$ cat config.mk
export PLATFORM = sky130hd
export DESIGN_NAME = tick_compare_timer
export DESIGN_NICKNAME = d
export VERILOG_FILES = /design/src/rtl/tick_cmp_pkg.sv /design/src/rtl/tick_cmp_datapath.sv /design/src/rtl/tick_cmp_control.sv /design/src/rtl/tick_compare_timer.sv
export SDC_FILE = /design/constraint.sdc
export NUM_CORES = 1
export LEC_CHECK = 0
export BUFFER_PORTS_ARGS = -buffer_cell sky130_fd_sc_hd__buf_2
export CAP_MARGIN = 20
export CORE_MARGIN = 3
export CORE_UTILIZATION = 55
export DETAILED_ROUTE_END_ITERATION = 16
export PLACE_DENSITY = 0.81
export SYNTH_ARGS = -nofsm -noshare
export SYNTH_HDL_FRONTEND = slang
export SYNTH_SLANG_ARGS = --single-unit
$ cat constraint.sdc
create_clock -name clk -period 3.1 [get_ports clk]
set_input_delay 0.155 -clock clk [delete_from_list [all_inputs] [get_ports clk]]
set_output_delay 0.155 -clock clk [all_outputs]
set_load 0.02 [all_outputs]
$ cat src/rtl/tick_cmp_pkg.sv
package tick_cmp_pkg;
  // Strobes sent from the control unit to the datapath each cycle.
  typedef struct packed {
    logic loadCnt;   // replace counter and access flag
    logic incCnt;    // advance counter by one
    logic loadLim;   // replace compare value and disable flag
  } ctrlStrobe_t;

  // Status returned from the datapath to the control unit.
  typedef struct packed {
    logic nextEqLim; // counter + 1 equals the compare value
    logic cntAllOnes;// counter is at its maximum
    logic limZero;   // compare value is zero
    logic limDis;    // disable flag
  } dpStatus_t;
endpackage

$ cat src/rtl/tick_cmp_datapath.sv
module tick_cmp_datapath
  import tick_cmp_pkg::*;
#(
  parameter int CNT_W = 63,
  localparam int DATA_W = CNT_W + 1
) (
  input  logic              clk,
  input  logic              rstN,
  input  ctrlStrobe_t       strobe,
  input  logic [DATA_W-1:0] wrData,
  output logic [DATA_W-1:0] cntWord,
  output logic [DATA_W-1:0] limWord,
  output dpStatus_t         status
);
  logic [CNT_W-1:0] cntQ;
  logic [CNT_W-1:0] limQ;
  logic             nptQ;
  logic             disQ;
  logic [CNT_W-1:0] cntPlusOne;

  assign cntPlusOne = cntQ + CNT_W'(1);

  // Counter: a load wins over an increment.
  always_ff @(posedge clk) begin
    if (!rstN) begin
      cntQ <= '0;
      nptQ <= 1'b0;
    end else if (strobe.loadCnt) begin
      cntQ <= wrData[CNT_W-1:0];
      nptQ <= wrData[DATA_W-1];
    end else if (strobe.incCnt) begin
      cntQ <= cntPlusOne;
    end
  end

  // Compare register and its disable flag.
  always_ff @(posedge clk) begin
    if (!rstN) begin
      limQ <= '0;
      disQ <= 1'b0;
    end else if (strobe.loadLim) begin
      limQ <= wrData[CNT_W-1:0];
      disQ <= wrData[DATA_W-1];
    end
  end

  always_comb begin
    status.nextEqLim  = (cntPlusOne == limQ);
    status.cntAllOnes = &cntQ;
    status.limZero    = (limQ == '0);
    status.limDis     = disQ;
  end

  assign cntWord = {nptQ, cntQ};
  assign limWord = {disQ, limQ};
endmodule

$ cat src/rtl/tick_cmp_control.sv
module tick_cmp_control
  import tick_cmp_pkg::*;
(
  input  logic        clk,
  input  logic        rstN,
  input  logic        tickEn,
  input  logic        cntWrEn,
  input  logic        limWrEn,
  input  dpStatus_t   status,
  output ctrlStrobe_t strobe,
  output logic        matchQ
);
  logic armedQ;
  logic hit;
  logic wrapNow;

  always_comb begin
    strobe.loadCnt = cntWrEn;
    strobe.incCnt  = tickEn & ~cntWrEn;
    strobe.loadLim = limWrEn;
  end

  // A match needs a real increment onto an armed, nonzero, enabled limit.
  // A limit write at the same edge replaces the compare, so it suppresses.
  assign hit = strobe.incCnt & ~limWrEn & armedQ & status.nextEqLim
             & ~status.limZero & ~status.limDis;
  assign wrapNow = strobe.incCnt & status.cntAllOnes;

  always_ff @(posedge clk) begin
    if (!rstN) begin
      armedQ <= 1'b0;
      matchQ <= 1'b0;
    end else begin
      matchQ <= hit;
      if (limWrEn)      armedQ <= 1'b1;
      else if (hit)     armedQ <= 1'b0;
      else if (wrapNow) armedQ <= 1'b1;
    end
  end
endmodule

$ cat src/rtl/tick_compare_timer.sv
module tick_compare_timer
  import tick_cmp_pkg::*;
#(
  parameter int CNT_W     = 63,
  parameter int SOFTINT_W = 17,
  parameter int SET_BIT   = 0
) (
  input  logic                 clk,
  input  logic                 rstN,
  input  logic                 tickEn,
  input  logic                 cntWrEn,
  input  logic                 limWrEn,
  input  logic [CNT_W:0]       wrData,
  output logic [CNT_W:0]       cntRdData,
  output logic [CNT_W:0]       limRdData,
  output logic                 matchPulse,
  output logic [SOFTINT_W-1:0] softintSet
);
  ctrlStrobe_t strobe;
  dpStatus_t   status;
  logic        matchQ;

  tick_cmp_datapath #(.CNT_W(CNT_W)) u_dp (
    .clk     (clk),
    .rstN    (rstN),
    .strobe  (strobe),
    .wrData  (wrData),
    .cntWord (cntRdData),
    .limWord (limRdData),
    .status  (status)
  );

  tick_cmp_control u_ctl (
    .clk     (clk),
    .rstN    (rstN),
    .tickEn  (tickEn),
    .cntWrEn (cntWrEn),
    .limWrEn (limWrEn),
    .status  (status),
    .strobe  (strobe),
    .matchQ  (matchQ)
  );

  assign matchPulse = matchQ;

  // Interrupt set request: only the selected bit carries the pulse.
  for (genvar g = 0; g < SOFTINT_W; g++) begin : g_si
    if (g == SET_BIT) begin : g_on
      assign softintSet[g] = matchQ;
    end else begin : g_off
      assign softintSet[g] = 1'b0;
    end
  end
endmodule

### Word-level counts from Yosys, hierarchy flattened

Cells that the tools add are included.

* register bits: 130
* latch bits: 0
* bits in writable memories: 0
* bits in read-only memories: 0
* bits of input ports: 69
* output and inout port bits: 146
* logic and storage cells: 28
* memories kept: 0

* $add $sub $neg: 1
* multiply operators: 0
* divide/modulo/power cells: 0
* $lt $le $gt $ge: 0
* equality and inequality tests: 1
* shift operators: 0
* muxes and demuxes: 5
* bitwise operators: 11
* reductions and logical operators: 4

Operators by type and width (count)
* $mux W63: 2
* $add A63 B1 Y63 const B: 1
* $eq A63 B63 Y1: 1
* $logic_not A63 Y1: 1
* $reduce_and A63 Y1: 1
* $and A1 B1 Y1: 7
* $not A1 Y1: 4
* $mux W1: 3
* $reduce_bool A3 Y1: 1
* $reduce_bool A2 Y1: 1

### Logic depth before layout (Yosys ltp)

* depth in word-level cells: 9
* depth in mapped cells: 11
* gate-level depth less buffers: 9

### Modules after synthesis

Synthesis repeated with hierarchy kept, for this count alone.

* cells, all modules: 1007
* area, all modules: 8124.0 um^2

Modules (own cells, without submodules)
* tick_cmp_datapath: instances 1, cells each 978, area an instance 7877.6 um^2, seq. area each 2562.5 um^2
* tick_compare_timer: instances 1, cells each 18, area an instance 131.4 um^2, seq. area each 0.0 um^2
* tick_cmp_control: instances 1, cells each 11, area an instance 115.1 um^2, seq. area each 40.0 um^2

### Least setup slack after synthesis

OpenSTA, ideal clock, no wires.

* kind: register -> register
* from: register u_dp.cntQ[39]
* to: register u_ctl.armedQ
* library setup time: 134 ps
* data arrival time: 2879 ps
* data required time: 2966 ps
* setup slack: 86 ps
* cell stages (with the launch flop): 11
* buffers on the path: 2
* period minus slack after synthesis: 3014 ps
* cell sequence: dfxtp_1 buf_2 nand4_4 or4_1 buf_6 nor3_1 xor2_1 or4_1 a211o_1 nor4_1 a211oi_1

* longest elaborated chain between the ends: 7
* elaborated cells on any way between the ends: 10
* classes of those cells: add/sub: 1; eq/ne: 1; mux: 2; bitwise: 4; reduce/logical: 2

RTL lines
* from (decl): line tick_cmp_datapath.sv:15 `logic [CNT_W-1:0] cntQ;`
* from (signal assigned): line tick_cmp_datapath.sv:29 `cntQ <= wrData[CNT_W-1:0];`
* from (signal assigned): line tick_cmp_datapath.sv:32 `cntQ <= cntPlusOne;`
* $add A63 B1 Y63: line tick_cmp_datapath.sv:21 `assign cntPlusOne = cntQ + CNT_W'(1);`
* $eq A63 B63 Y1: line tick_cmp_datapath.sv:48 `status.nextEqLim = (cntPlusOne == limQ);`
* $and A1 B1 Y1: line tick_cmp_control.sv:25 `assign hit = strobe.incCnt & ~limWrEn & armedQ & status.nextEqLim`
* $and A1 B1 Y1 (2 in series): line tick_cmp_control.sv:26 `& ~status.limZero & ~status.limDis;`
* $mux W1: line tick_cmp_control.sv:36 `else if (hit) armedQ <= 1'b0;`
* $mux W1: line tick_cmp_control.sv:35 `if (limWrEn) armedQ <= 1'b1;`
* to (signal assigned): line tick_cmp_control.sv:35
* to (signal assigned): line tick_cmp_control.sv:36
* to (signal assigned): line tick_cmp_control.sv:37 `else if (wrapNow) armedQ <= 1'b1;`
* to (decl): line tick_cmp_control.sv:13 `logic armedQ;`

Several ways; a longest one is shown, not always the timed one.
A chain may end at the register's enable or synchronous reset.

### Final worst setup path

* from: register u_dp.cntQ[0]
* to: register u_ctl.armedQ

The elaborated chain is that of the path after synthesis.

==> results.cfg <==
[clock_network]
cts_buffers = 17
worstSkewPairLatency_ps = 430
clk_pin_slew_ps = 60
cts.sink_count = 130
root_buffer = clkbuf_16
cts_htree_levels = 4
cts.path.max_buffers = 2
cts_tree = built

[final_layout]
final_common_cell = buf_2
stdcell_area_mm2 = 0.0117
final_cell_mix = buf_2, nor2_1, dfxtp_1
fin_nets = 1486
drive_gt1_share_pct = 27.4
syn_to_final_growth_pct = 32.7
antenna_cells = 0
post-route-util_pct = 75.9

[timing]
timing.hold.ws_ps = -6.14
relSlewSlack_pct = 53.0
worst_pin_slew_ps = 699
min_period_ps = 2970
rsz0062_at_grt = false
tns_ps = 0
clock-skew-final_ps = 11.9
period_share_pct = 95.7
maxSlewViolCount = 0
hold_viol = 2
max_clock_freq_mhz = 337
setup_viol = 0

[worst_setup_path]
reg2reg_slack_ps = 130
path_class = reg2reg
rr_worst_depth = 13
crit_start = u_dp.cntQ[0]$_SDFFE_PN0P_
end_kind = register
timing.rr.start = u_dp.cntQ[0]$_SDFFE_PN0P_
cp_max_fo = 6
cp.required_ps = 3440
critPathLaunchType = register
cp.arrival_ps = 3310
reg2reg_to = u_ctl.armedQ$_SDFFE_PN0P_

[floorplan]
die-area_mm2 = 0.0176
fp.dieW_um = 133
die_h_um = 133
coreArea_mm2 = 0.0155
start_util_pct = 57.1
ios = 215
rows = 45

[global_routing]
antenna_found_initial = 0
gr-total-overflow = 0
grt_max_degree = 65
grt_pass1_wl_um = 52900
grt_pass1_vias = 9281
grtUsageTotal_pct = 37.8

[logic_synthesis]
synth_area_mm2 = 0.00885
syn_inst = 1110
seq_area_frac_synth_pct = 29.4
synth-edff-count = 0
synthFlopType = dfxtp_1
yosys_warnings = 0
synth-async-reset-ratio_pct = 0
synth.distinct_cells = 71
synth.ff_latch_count = 130
syn_avg_cell_area_um2 = 7.97

[power_and_ir_drop]
p_total_mw = 4.95
irDropWorstVdd_mv = 0.371
p_leak_nw = 5.19
power.density_mw_per_mm2 = 422

[detailed_routing]
routed_wl_um = 35000
num_vias = 9889
wl_per_cell_um = 21.4
vias_per_cell = 6.03
ant_nets = 0
drtIter0Drc = 1174
drc = 0
drt-pass1-iter-count = 7

[run_status]
violations = negative hold slack
outcome = finished, violations left

[place]
place.port_buffers = 198
gp_congestion = 1.05
placed_area_mm2 = 0.0105
dp_hpwl_um = 26300

[flow_run]
maxCapViolations = 0

[hold_path]
hp-start = wrData[51]
hold_depth = 3
hold_end = u_dp.limQ[51]$_SDFFE_PN0P_
hp-class = in2reg
## through the flow
| step | worst slack (ps) | cells |
|---|---|---|
| floorplan | 86.3 | 1125 |
| global placement | 85.2 | 1551 |
| detailed placement | 62.7 | 1551 |
| CTS | 40.6 | 1635 |
| global route | 4.94 | 1640 |
| finish | 134 | 1640 |
## cells by family after synthesis
family	synth area share (%)
adders and majority gates	0.141
DFF	29.4
muxes	10.3
buffers and inverters	5.91
AOI/OAI and AO/OA	8.81
other	0.0424
and+or+nand+nor	31.1
xor gates and xnor gates	14.3
## metal layers
| layer | vias to the layer above | track usage [%] | wire length (um) |
|---|---|---|---|
| li1 | 4515 | - | - |
| met1 | 4671 | 51.4 | 14500 |
| met2 | 621 | 58.6 | 15800 |
| met3 | 82 | 8.06 | 3500 |
| met4 | 0 | 14.8 | 1300 |
| met5 | - | 0 | 0 |
## area by class of cell
cell class              count  area, um2
flip-flops and latches    130       2610
fillers                  1167       3740
well taps                 211        264
inverters                  15       57.6
repair buffers            364       2390
clock buffers              19        443
multi-input cells         888       5870
clock inverters            13        105
## worst max-delay path, stage by stage, from the launching register on
cell	delay [ps]
dfxtp_1	370
buf_4	170
nand4_1	140
buf_4	190
buf_4	130
nor4_1	330
buf_4	220
and4_1	230
mux2i_2	330
and4b_1	250
nand4_1	150
nor4_2	60
buf_4	120
a211oi_1	180
## synth_stat cells (all sizes together), types with 3 or more instances
library cell,count,area [um2]
nor2,190,716
dfxtp,130,2600
xnor2,92,806
mux2i,91,911
nand2,69,259
buf,58,339
nor4,58,439
a21oi,52,260
nand4,48,345
xor2,47,412
nand3,36,180
clkbuf,34,128
nor3,23,135
and3,19,119
o21ai,16,80.1
inv,14,52.6
and4,12,105
and2,11,68.8
or4,8,60.1
o21a,7,52.6
or2,7,43.8
a211oi,6,45.0
or3,6,37.5
a31oi,5,31.3
nand2b,5,31.3
nor2b,5,31.3
nor3b,5,37.5
nand4b,4,35.0
nor4b,4,35.0
a211o,3,26.3
o2111a,3,33.8
o31ai,3,27.5
## sequential cells by signal, summed over array words and instances, names as in the netlist
signal,count
u_dp.nptQ,1
u_ctl.matchQ,1
u_dp.cntQ,63
u_ctl.armedQ,1
u_dp.limQ,63
u_dp.disQ,1
## power by group
part	leakage [nW]	switching, mW	internal (mW)
combinational	3.86	0.663	0.478
clock	0.251	0.840	1.05
sequential	1.08	0.146	1.77
total	5.19	1.65	3.30
## worst max path at each step
stage	endpoint	slack [ps]	depth (start not counted)
finish	u_ctl.armedQ$_SDFFE_PN0P_	130	13
floorplan	u_ctl.armedQ$_SDFFE_PN0P_	90	10
detailed placement	u_ctl.armedQ$_SDFFE_PN0P_	60	11
CTS	u_ctl.armedQ$_SDFFE_PN0P_	40	11
global route	u_ctl.matchQ$_SDFF_PN0_	5	10
global placement	u_ctl.armedQ$_SDFFE_PN0P_	90	8
## repair_timing
action	4_1_cts	5_1_grt
endpoints found under the hold margin	82	0
pin swaps	1	5
endpoints found under the setup margin	1	3
resized for setup	0	25
hold buffers	50	0
setup buffers	2	5
gates cloned	0	0
Note: power is estimated with default switching activity, not from simulation.
